[src/rtl/regport_pkg.sv]
package regport_pkg;
  localparam int unsigned PICK_MAX = 32;

  // Index of the lowest set bit among the first n bits; returns n if none.
  function automatic int unsigned first_hit(input logic [PICK_MAX-1:0] v,
                                            input int unsigned n);
    int unsigned idx;
    idx = n;
    for (int unsigned i = 0; i < PICK_MAX; i++) begin
      if (i < n && v[i] && idx == n) idx = i;
    end
    return idx;
  endfunction
endpackage

[src/rtl/prio_pick.sv]
module prio_pick import regport_pkg::*; #(
  parameter int unsigned N = 4
) (
  input  logic [N-1:0] cand_i,
  output logic [N-1:0] gnt_o,
  output logic         any_o
);
  logic [PICK_MAX-1:0] cand_ext;
  int unsigned         win;

  always_comb begin
    cand_ext = '0;
    cand_ext[N-1:0] = cand_i;
    win = first_hit(cand_ext, N);
    any_o = (win != N);
    for (int unsigned k = 0; k < N; k++) gnt_o[k] = any_o && (win == k);
  end
endmodule

[src/rtl/rnum_hold.sv]
module rnum_hold #(
  parameter int unsigned W = 5
) (
  input  logic         clk,
  input  logic         rst_n,
  input  logic         issue_i,
  input  logic [W-1:0] rnum_i,
  output logic [W-1:0] rnum_o
);
  logic [W-1:0] held_q;

  always_ff @(posedge clk or negedge rst_n) begin
    if (!rst_n)       held_q <= '0;
    else if (issue_i) held_q <= rnum_i;
  end

  assign rnum_o = issue_i ? rnum_i : held_q;
endmodule

[src/rtl/bcast_steer.sv]
module bcast_steer #(
  parameter int unsigned N = 4,
  parameter int unsigned W = 32
) (
  input  logic [N-1:0]   sel_i,
  input  logic [W-1:0]   data_i,
  output logic [N*W-1:0] lanes_o
);
  for (genvar k = 0; k < N; k++) begin : g_lane
    assign lanes_o[k*W +: W] = sel_i[k] ? data_i : '0;
  end
endmodule

[src/rtl/regport_arbiter.sv]
module regport_arbiter import regport_pkg::*; #(
  parameter int unsigned NUM_REQ = 4,
  parameter int unsigned RNUM_W  = 5,
  parameter int unsigned DATA_W  = 32
) (
  input  logic                      clk,
  input  logic                      rst_n,
  input  logic [NUM_REQ-1:0]        req_i,
  input  logic [NUM_REQ-1:0]        active_i,
  input  logic [NUM_REQ-1:0]        use_i,
  input  logic [NUM_REQ-1:0]        issue_i,
  input  logic [NUM_REQ*RNUM_W-1:0] rnum_i,
  input  logic                      hazard_i,
  input  logic [DATA_W-1:0]         port_rdata_i,
  output logic [RNUM_W-1:0]         port_addr_o,
  output logic                      port_ren_o,
  output logic [NUM_REQ-1:0]        go_rd_o,
  output logic [NUM_REQ*DATA_W-1:0] bcast_data_o
);
  localparam int unsigned RN_TOTAL = NUM_REQ * RNUM_W;

  initial begin
    if (NUM_REQ > PICK_MAX || NUM_REQ == 0)
      $error("regport_arbiter: NUM_REQ out of range");
  end

  // named internal events (observed by the checker)
  logic [NUM_REQ-1:0]  elig_w;
  logic [NUM_REQ-1:0]  grant_w;
  logic                any_w;
  logic [NUM_REQ-1:0]  dpick_q;
  logic [RN_TOTAL-1:0] rnum_eff_w;

  for (genvar k = 0; k < NUM_REQ; k++) begin : g_hold
    rnum_hold #(.W(RNUM_W)) u_hold (
      .clk    (clk),
      .rst_n  (rst_n),
      .issue_i(issue_i[k]),
      .rnum_i (rnum_i[k*RNUM_W +: RNUM_W]),
      .rnum_o (rnum_eff_w[k*RNUM_W +: RNUM_W])
    );
  end

  assign elig_w = req_i & active_i & use_i & ~dpick_q & {NUM_REQ{~hazard_i}};

  logic [NUM_REQ-1:0] raw_gnt;
  prio_pick #(.N(NUM_REQ)) u_pick (
    .cand_i(elig_w),
    .gnt_o (raw_gnt),
    .any_o (any_w)
  );
  assign grant_w = raw_gnt & {NUM_REQ{any_w}};

  always_ff @(posedge clk or negedge rst_n) begin
    if (!rst_n) dpick_q <= '0;
    else        dpick_q <= grant_w;
  end

  always_comb begin
    port_addr_o = '0;
    for (int unsigned k = 0; k < NUM_REQ; k++) begin
      port_addr_o = port_addr_o |
                    (grant_w[k] ? rnum_eff_w[k*RNUM_W +: RNUM_W] : '0);
    end
  end
  assign port_ren_o = |grant_w;
  assign go_rd_o    = dpick_q;

  bcast_steer #(.N(NUM_REQ), .W(DATA_W)) u_steer (
    .sel_i  (dpick_q),
    .data_i (port_rdata_i),
    .lanes_o(bcast_data_o)
  );
endmodule

[config.mk]
export PLATFORM = sky130hd
export DESIGN_NAME = regport_arbiter
export DESIGN_NICKNAME = d
export VERILOG_FILES = /design/src/rtl/regport_pkg.sv /design/src/rtl/prio_pick.sv /design/src/rtl/rnum_hold.sv /design/src/rtl/bcast_steer.sv /design/src/rtl/regport_arbiter.sv
export SDC_FILE = /design/constraint.sdc
export NUM_CORES = 1
export LEC_CHECK = 0
export BUFFER_PORTS_ARGS = -buffer_cell sky130_fd_sc_hd__buf_4
export CAP_MARGIN = 15
export CORE_AREA = 3 3 79 81
export CTS_CLUSTER_SIZE = 14
export DETAILED_ROUTE_END_ITERATION = 10
export DIE_AREA = 0 0 82 84
export PLACE_DENSITY = 0.81
export SLEW_MARGIN = 10
export SYNTH_ARGS = -nofsm -noshare
export SYNTH_HDL_FRONTEND = slang
export SYNTH_HIERARCHICAL = 1
export SYNTH_SLANG_ARGS = --single-unit
[constraint.sdc]
create_clock -name clk -period 3.75 [get_ports clk]
set_clock_uncertainty 0.1 [all_clocks]
set_input_delay 0.5625 -clock clk [delete_from_list [all_inputs] [get_ports clk]]
set_output_delay 0.5625 -clock clk [all_outputs]
set_load 0.05 [all_outputs]
## After elaboration in Yosys (flattened, before gate mapping)

Index checks and enable logic that the tools add are counted.

| storage, ports and cells | value |
|---|---|
| word-level logic and storage cells | 47 |
| input port bits | 71 |
| output and inout port bits | 138 |
| bits in registers | 24 |

| operators by class | value |
|---|---|
| muxes and demuxes | 16 |
| equality and inequality tests | 7 |
| reduce and logical (&&, ||, !) cells | 9 |
| bitwise logic cells | 10 |

Operators by type and width:

| operator | number |
|---|---|
| $mux W32 | 7 |
| $eq A32 B3 Y1 const B | 3 |
| $eq A32 B2 Y1 const B | 2 |
| $mux W5 | 8 |
| $eq A32 B1 Y1 const B | 1 |
| $logic_not A32 Y1 | 1 |
| $ne A32 B3 Y1 const B | 1 |
| $and A4 B4 Y4 | 5 |
| $or A5 B5 Y5 | 3 |
| $logic_and A1 B1 Y1 | 7 |
| $not A4 Y4 | 1 |
| $reduce_or A4 Y1 | 1 |
| $mux W3 | 1 |
| $not A1 Y1 | 1 |

## Longest topological paths before layout

| logic depth | value |
|---|---|
| depth in word-level cells | 21 |
| depth in mapped cells | 5 |
| gate-level depth less buffers | 5 |

## Modules after synthesis

The synthesis kept the hierarchy.

Modules (own cells, without submodules):

| module | area each (µm²) | cells each | sequential area each (µm²) | instances |
|---|---|---|---|---|
| bcast_steer | 965.9 | 140 | 0.0 | 1 |
| rnum_hold | 181.4 | 10 | 125.1 | 4 |
| regport_arbiter | 304.0 | 32 | 100.1 | 1 |
| prio_pick | 36.3 | 5 | 0.0 | 1 |

## Worst setup path before layout

OpenSTA, ideal clock, no wires.

| timing path | value |
|---|---|
| path type | reg-to-output |
| start | register dpick_q[0], in the netlist go_rd_o[0] |
| end | output port_addr_o[1] |
| buffers on the path | 0 |
| required time | 3.087 ns |
| path slack | 0.207 ns |
| data arrival time | 2.881 ns |
| cell stages (with the launch flop) | 6 |
| path through | dfrtp_1 -> nand4b_1 -> nor2_1 -> nor4b_1 -> a22oi_1 -> a21boi_0 |

| on the way | value |
|---|---|
| elaborated cells on any way between the ends | 30 |
| classes of those cells | 7 x eq/ne; 8 x mux; 7 x bitwise; 8 x reduce/logical |

RTL lines:

| what | line | source |
|---|---|---|
| from (decl) | regport_arbiter.sv:31 | `logic [NUM_REQ-1:0] dpick_q;` |
| from (signal assigned) | regport_arbiter.sv:56 | `else dpick_q <= grant_w;` |
| $not A4 Y4 (*) | regport_arbiter.sv:44 | `assign elig_w = req_i & active_i & use_i & ~dpick_q & {NUM_REQ{~hazard_i}};` |
| $and A4 B4 Y4 (*) (2 in a row) | regport_arbiter.sv:44 |  |
| net elig_w[0] | regport_arbiter.sv:28 | `logic [NUM_REQ-1:0] elig_w;` |
| $mux W3 (*) | regport_pkg.sv:10 | `if (i < n && v[i] && idx == n) idx = i;` |
| $eq A32 B3 Y1 | regport_pkg.sv:10 |  |
| $logic_and A1 B1 Y1 | regport_pkg.sv:10 |  |
| $mux W32 (*) | regport_pkg.sv:10 |  |
| $eq A32 B3 Y1 | regport_pkg.sv:10 |  |
| (+3 left out) | n/a |  |
| $logic_and A1 B1 Y1 | regport_pkg.sv:10 |  |
| $mux W32 (*) | regport_pkg.sv:10 |  |
| $ne A32 B3 Y1 or $eq A32 B2 Y1 (tied branches) | prio_pick.sv:15, prio_pick.sv:16 |  |
| $logic_and A1 B1 Y1 (*) | prio_pick.sv:16 | `for (int unsigned k = 0; k < N; k++) gnt_o[k] = any_o && (win == k);` |
| net raw_gnt[3] | regport_arbiter.sv:46 | `logic [NUM_REQ-1:0] raw_gnt;` |
| $and A4 B4 Y4 (*) | regport_arbiter.sv:52 | `assign grant_w = raw_gnt & {NUM_REQ{any_w}};` |
| $mux W5 (*) | regport_arbiter.sv:63 | `(grant_w[k] ? rnum_eff_w[k*RNUM_W +: RNUM_W] : '0);` |
| $or A5 B5 Y5 (*) | regport_arbiter.sv:62 | `port_addr_o = port_addr_o \|` |
| to (decl) | regport_arbiter.sv:15 | `output logic [RNUM_W-1:0] port_addr_o,` |

Mark *: on every way through the listed nets, which the timed path passes. The rest lies on a longest branch.

## Worst setup path in the final report

| timing path | value |
|---|---|
| start | register dpick_q[0], in the netlist go_rd_o[0] |
| end | output port_ren_o |

| on the way | value |
|---|---|
| cells in the longest elaborated chain, start to end | 17 |
| elaborated cells on any way between the ends | 24 |
| classes of those cells | 7 x eq/ne; 4 x mux; 4 x bitwise; 9 x reduce/logical |

RTL lines:

| what | line | source |
|---|---|---|
| $not A4 Y4 (*) | regport_arbiter.sv:44 |  |
| $and A4 B4 Y4 (*) (2 in a row) | regport_arbiter.sv:44 |  |
| net elig_w[0] | regport_arbiter.sv:28 |  |
| $mux W3 (*) | regport_pkg.sv:10 |  |
| $eq A32 B3 Y1 | regport_pkg.sv:10 |  |
| $logic_and A1 B1 Y1 | regport_pkg.sv:10 |  |
| $mux W32 (*) | regport_pkg.sv:10 |  |
| $eq A32 B3 Y1 | regport_pkg.sv:10 |  |
| (+3 left out) | n/a |  |
| $logic_and A1 B1 Y1 | regport_pkg.sv:10 |  |
| $mux W32 (*) | regport_pkg.sv:10 |  |
| $ne A32 B3 Y1 (*) | prio_pick.sv:15 | `any_o = (win != N);` |
| net any_w | regport_arbiter.sv:30 | `logic any_w;` |
| $logic_and A1 B1 Y1 | prio_pick.sv:16 |  |
| $and A4 B4 Y4 (*) | regport_arbiter.sv:52 |  |
| net grant_w[1] | regport_arbiter.sv:29 | `logic [NUM_REQ-1:0] grant_w;` |
| $reduce_or A4 Y1 (*) | regport_arbiter.sv:66 | `assign port_ren_o = \|grant_w;` |
| to (decl) | regport_arbiter.sv:16 | `output logic port_ren_o,` |

Marks and branches as above.

==> flow_metrics.tcl <==
set metrics [dict create \
    synth_top_cell_area_share_pct 31.03 \
    mappedNetlistArea_mm2 0.002032 \
    hold_path_class "in2async" \
    grt_pass1_vias 2161 \
    tritoncts "built" \
    yosys-top-cells-area "and2_2, dfrtp_1, and2_1" \
    clk_pin_slew_ps 80 \
    worst_pin_slew_ps 704.1 \
    firstDrtPassIters 4 \
    grt_max_degree 34 \
    clockRootBuffer "clkbuf_8" \
    num-fill-cells 454 \
    port_buffers 208 \
    cp_slowest_cell "or4_1" \
    yosysSeqAreaShare_pct 29.56 \
    dr.first_iter.drc_count 99 \
    start_kind "flop" \
    power.leakage_uw 0.002028 \
    synth_cells 217 \
    die_w_um 82 \
    htreeDepth 1 \
    drtAntennaViolNets 0 \
    critical_path.top_delay_family "simple AND/OR/NAND/NOR gates" \
    tns_ps 0 \
    num_vias 2281 \
    critical_path_class "reg2out" \
    fin_nets 493 \
    max_stage_delay_ps 690 \
    grt_pass1_wl_um 11530 \
    drv_slew 0 \
    r2r_cells 4 \
    rsz0062_at_grt "no" \
    cp.required_ps 3090 \
    gp_congestion 0.9396 \
    post-cts-setup-buffers 0 \
    rows 27 \
    cts_resized 0 \
    path_cells "nand4b_1 > nor2_1 > or4_1 > and2_4 > or4_4 > buf_4" \
    ctsLongestPathBuffers 2 \
    clk_latency_ps 260 \
    cts.sinks 24 \
    end_kind "output pin" \
    ios 209 \
    ys_seq_elements 24 \
    cp_num_cells 6 \
    hold_viol 0 \
    totalWireLength_um 7887 \
    yosysMostFrequentCell "and2_2" \
    core-area_mm2 0.005540 \
    arrival_ps 2570 \
    antenna_found_initial 0 \
    hold_buffers 0 \
    grt_usage_pct 21.29 \
    cp_num_buf_inv 1 \
    hold_ws_ps 79.71 \
    synth.avg_cell_area_um2 9.364 \
    ys_async_sr_fraction_pct 100.0 \
    diodes 0 \
    synth_cell_types 17 \
    setup_violations 0 \
    dieArea_mm2 0.006888 \
    fin_crit_sh_pct 86.16 \
    grt_overflow_total 0 \
    powerDensity_mw_per_mm2 174.1 \
    status "completed" \
    yosysTopAreaCell "and2_2" \
    synth_edf_count 0 \
    drv_cap 0 \
    syn_nets 288 \
    die_h_um 84 \
    numCtsBuffers 3 \
    slew_headroom_pct 52.96 \
    initial_core_util_pct 36.68 \
    yosysWarnings 6 \
    fmax_mhz 309.5 \
    ys_top_cells_by_count "and2_2, and2_1, dfrtp_1" \
    fin_crit_ps 3231 \
    drc_errors 0 \
    vdd_drop_max_v 0.0002427 \
    synth_top_flop_cell "dfrtp_1" \
    cp_max_fo 10 \
    drive_above_1_share_pct 77.20 \
    area_growth_pct 82.70 \
    routedWlPerCell_um 16.00 \
    dp_hpwl_um 6447 \
    vias_per_cell 4.627 \
]
[cell usage in the layout (no fill, tap or decap)]
| cell type | Yosys | final |
|---|---|---|
| or4_4 | 1 | 1 |
| and2b_2 | 1 | 1 |
| a21boi_0 | 1 | 1 |
| a21boi_1 | 4 | 4 |
| nor4b_1 | 1 | 1 |
| and2_2 | 84 | 84 |
| buf_4 | 0 | 213 |
| or4_1 | 1 | 1 |
| a22oi_1 | 10 | 10 |
| clkbuf_8 | 0 | 4 |
| nor3b_1 | 1 | 1 |
| nand4b_1 | 4 | 4 |
| and2_4 | 2 | 2 |
| dfrtp_1 | 24 | 24 |
| mux2_2 | 20 | 20 |
| and2_1 | 46 | 46 |
| nor2_1 | 4 | 4 |
[area by class of cell]
type	count	area [µm²]	share of cell area, %
timing repair buffer	213	1599	43.07
multi-input combinational	180	1368	36.84
sequential	24	600.6	16.18
tap	72	90.09	2.427
clock buffer	4	55.05	1.483
[logic make-up after synthesis]
| kind of cell | Yosys count | share of synthesized area (%) |
|---|---|---|
| flip-flops | 24 | 29.56 |
| multiplexers | 20 | 11.08 |
| AO/OA/AOI/OAI | 15 | 5.542 |
| AND/OR/NAND/NOR | 145 | 50.68 |
| buffers and inverters | 13 | 3.140 |
[layer usage]
| layer | up-vias | track usage [%] | routed length (µm) |
|---|---|---|---|
| li1 | 1112 | - | - |
| met1 | 1057 | 23.58 | 2824 |
| met2 | 104 | 40.78 | 4270 |
| met3 | 8 | 3.996 | 729 |
| met4 | 0 | 4.079 | 62 |
| met5 | - | 0 | 0 |
[sequential cells by signal (all words and copies together), names as in the netlist]
name / count
go_rd_o: 4
g_hold.u_hold/held_q: 20
[per-stage QoR]
stage          util (%)  cells  cell area (µm²)  power (µW)  worst slack (ps)
2_1_floorplan         -    217             2032       376.8             207.0
3_3_place_gp      66.01    489             3657       477.0             583.1
3_5_place_dp      66.01    489             3657       481.1             559.9
4_1_cts           67.01    493             3712       650.2             529.8
5_1_grt           67.01    493             3712       675.1             432.6
6_report          67.01    493             3712       646.3             519.0
[final timing paths]
| check | slack (ps) | endpoint | startpoint |
|---|---|---|---|
| max | 520 | port_ren_o | go_rd_o[0]$_DFF_PN0_ |
| min | 80 | g_hold[1].u_hold/held_q[1]$_DFF_PN0_ | rst_n |
| max reg2reg | 1950 | go_rd_o[0]$_DFF_PN0_ | go_rd_o[0]$_DFF_PN0_ |
| max in group asynchronous | 3240 | g_hold[3].u_hold/held_q[0]$_DFF_PN0_ | rst_n |
| min in group clk | 400 | g_hold[2].u_hold/held_q[3]$_DFF_PN0_ | g_hold[2].u_hold/held_q[3]$_DFF_PN0_ |
| min reg2reg | 400 | g_hold[2].u_hold/held_q[3]$_DFF_PN0_ | g_hold[2].u_hold/held_q[3]$_DFF_PN0_ |
[power by group]
| part | switching [µW] | leakage, µW | total (µW) | internal [µW] |
|---|---|---|---|---|
| sequential | 5.71 | 0.000290 | 286 | 280 |
| combinational | 97.6 | 0.00171 | 190 | 92.3 |
| clock | 76.9 | 0.0000288 | 170 | 93.6 |
| total | 180 | 0.00203 | 646 | 466 |
Power figures use the tool's default switching activity.
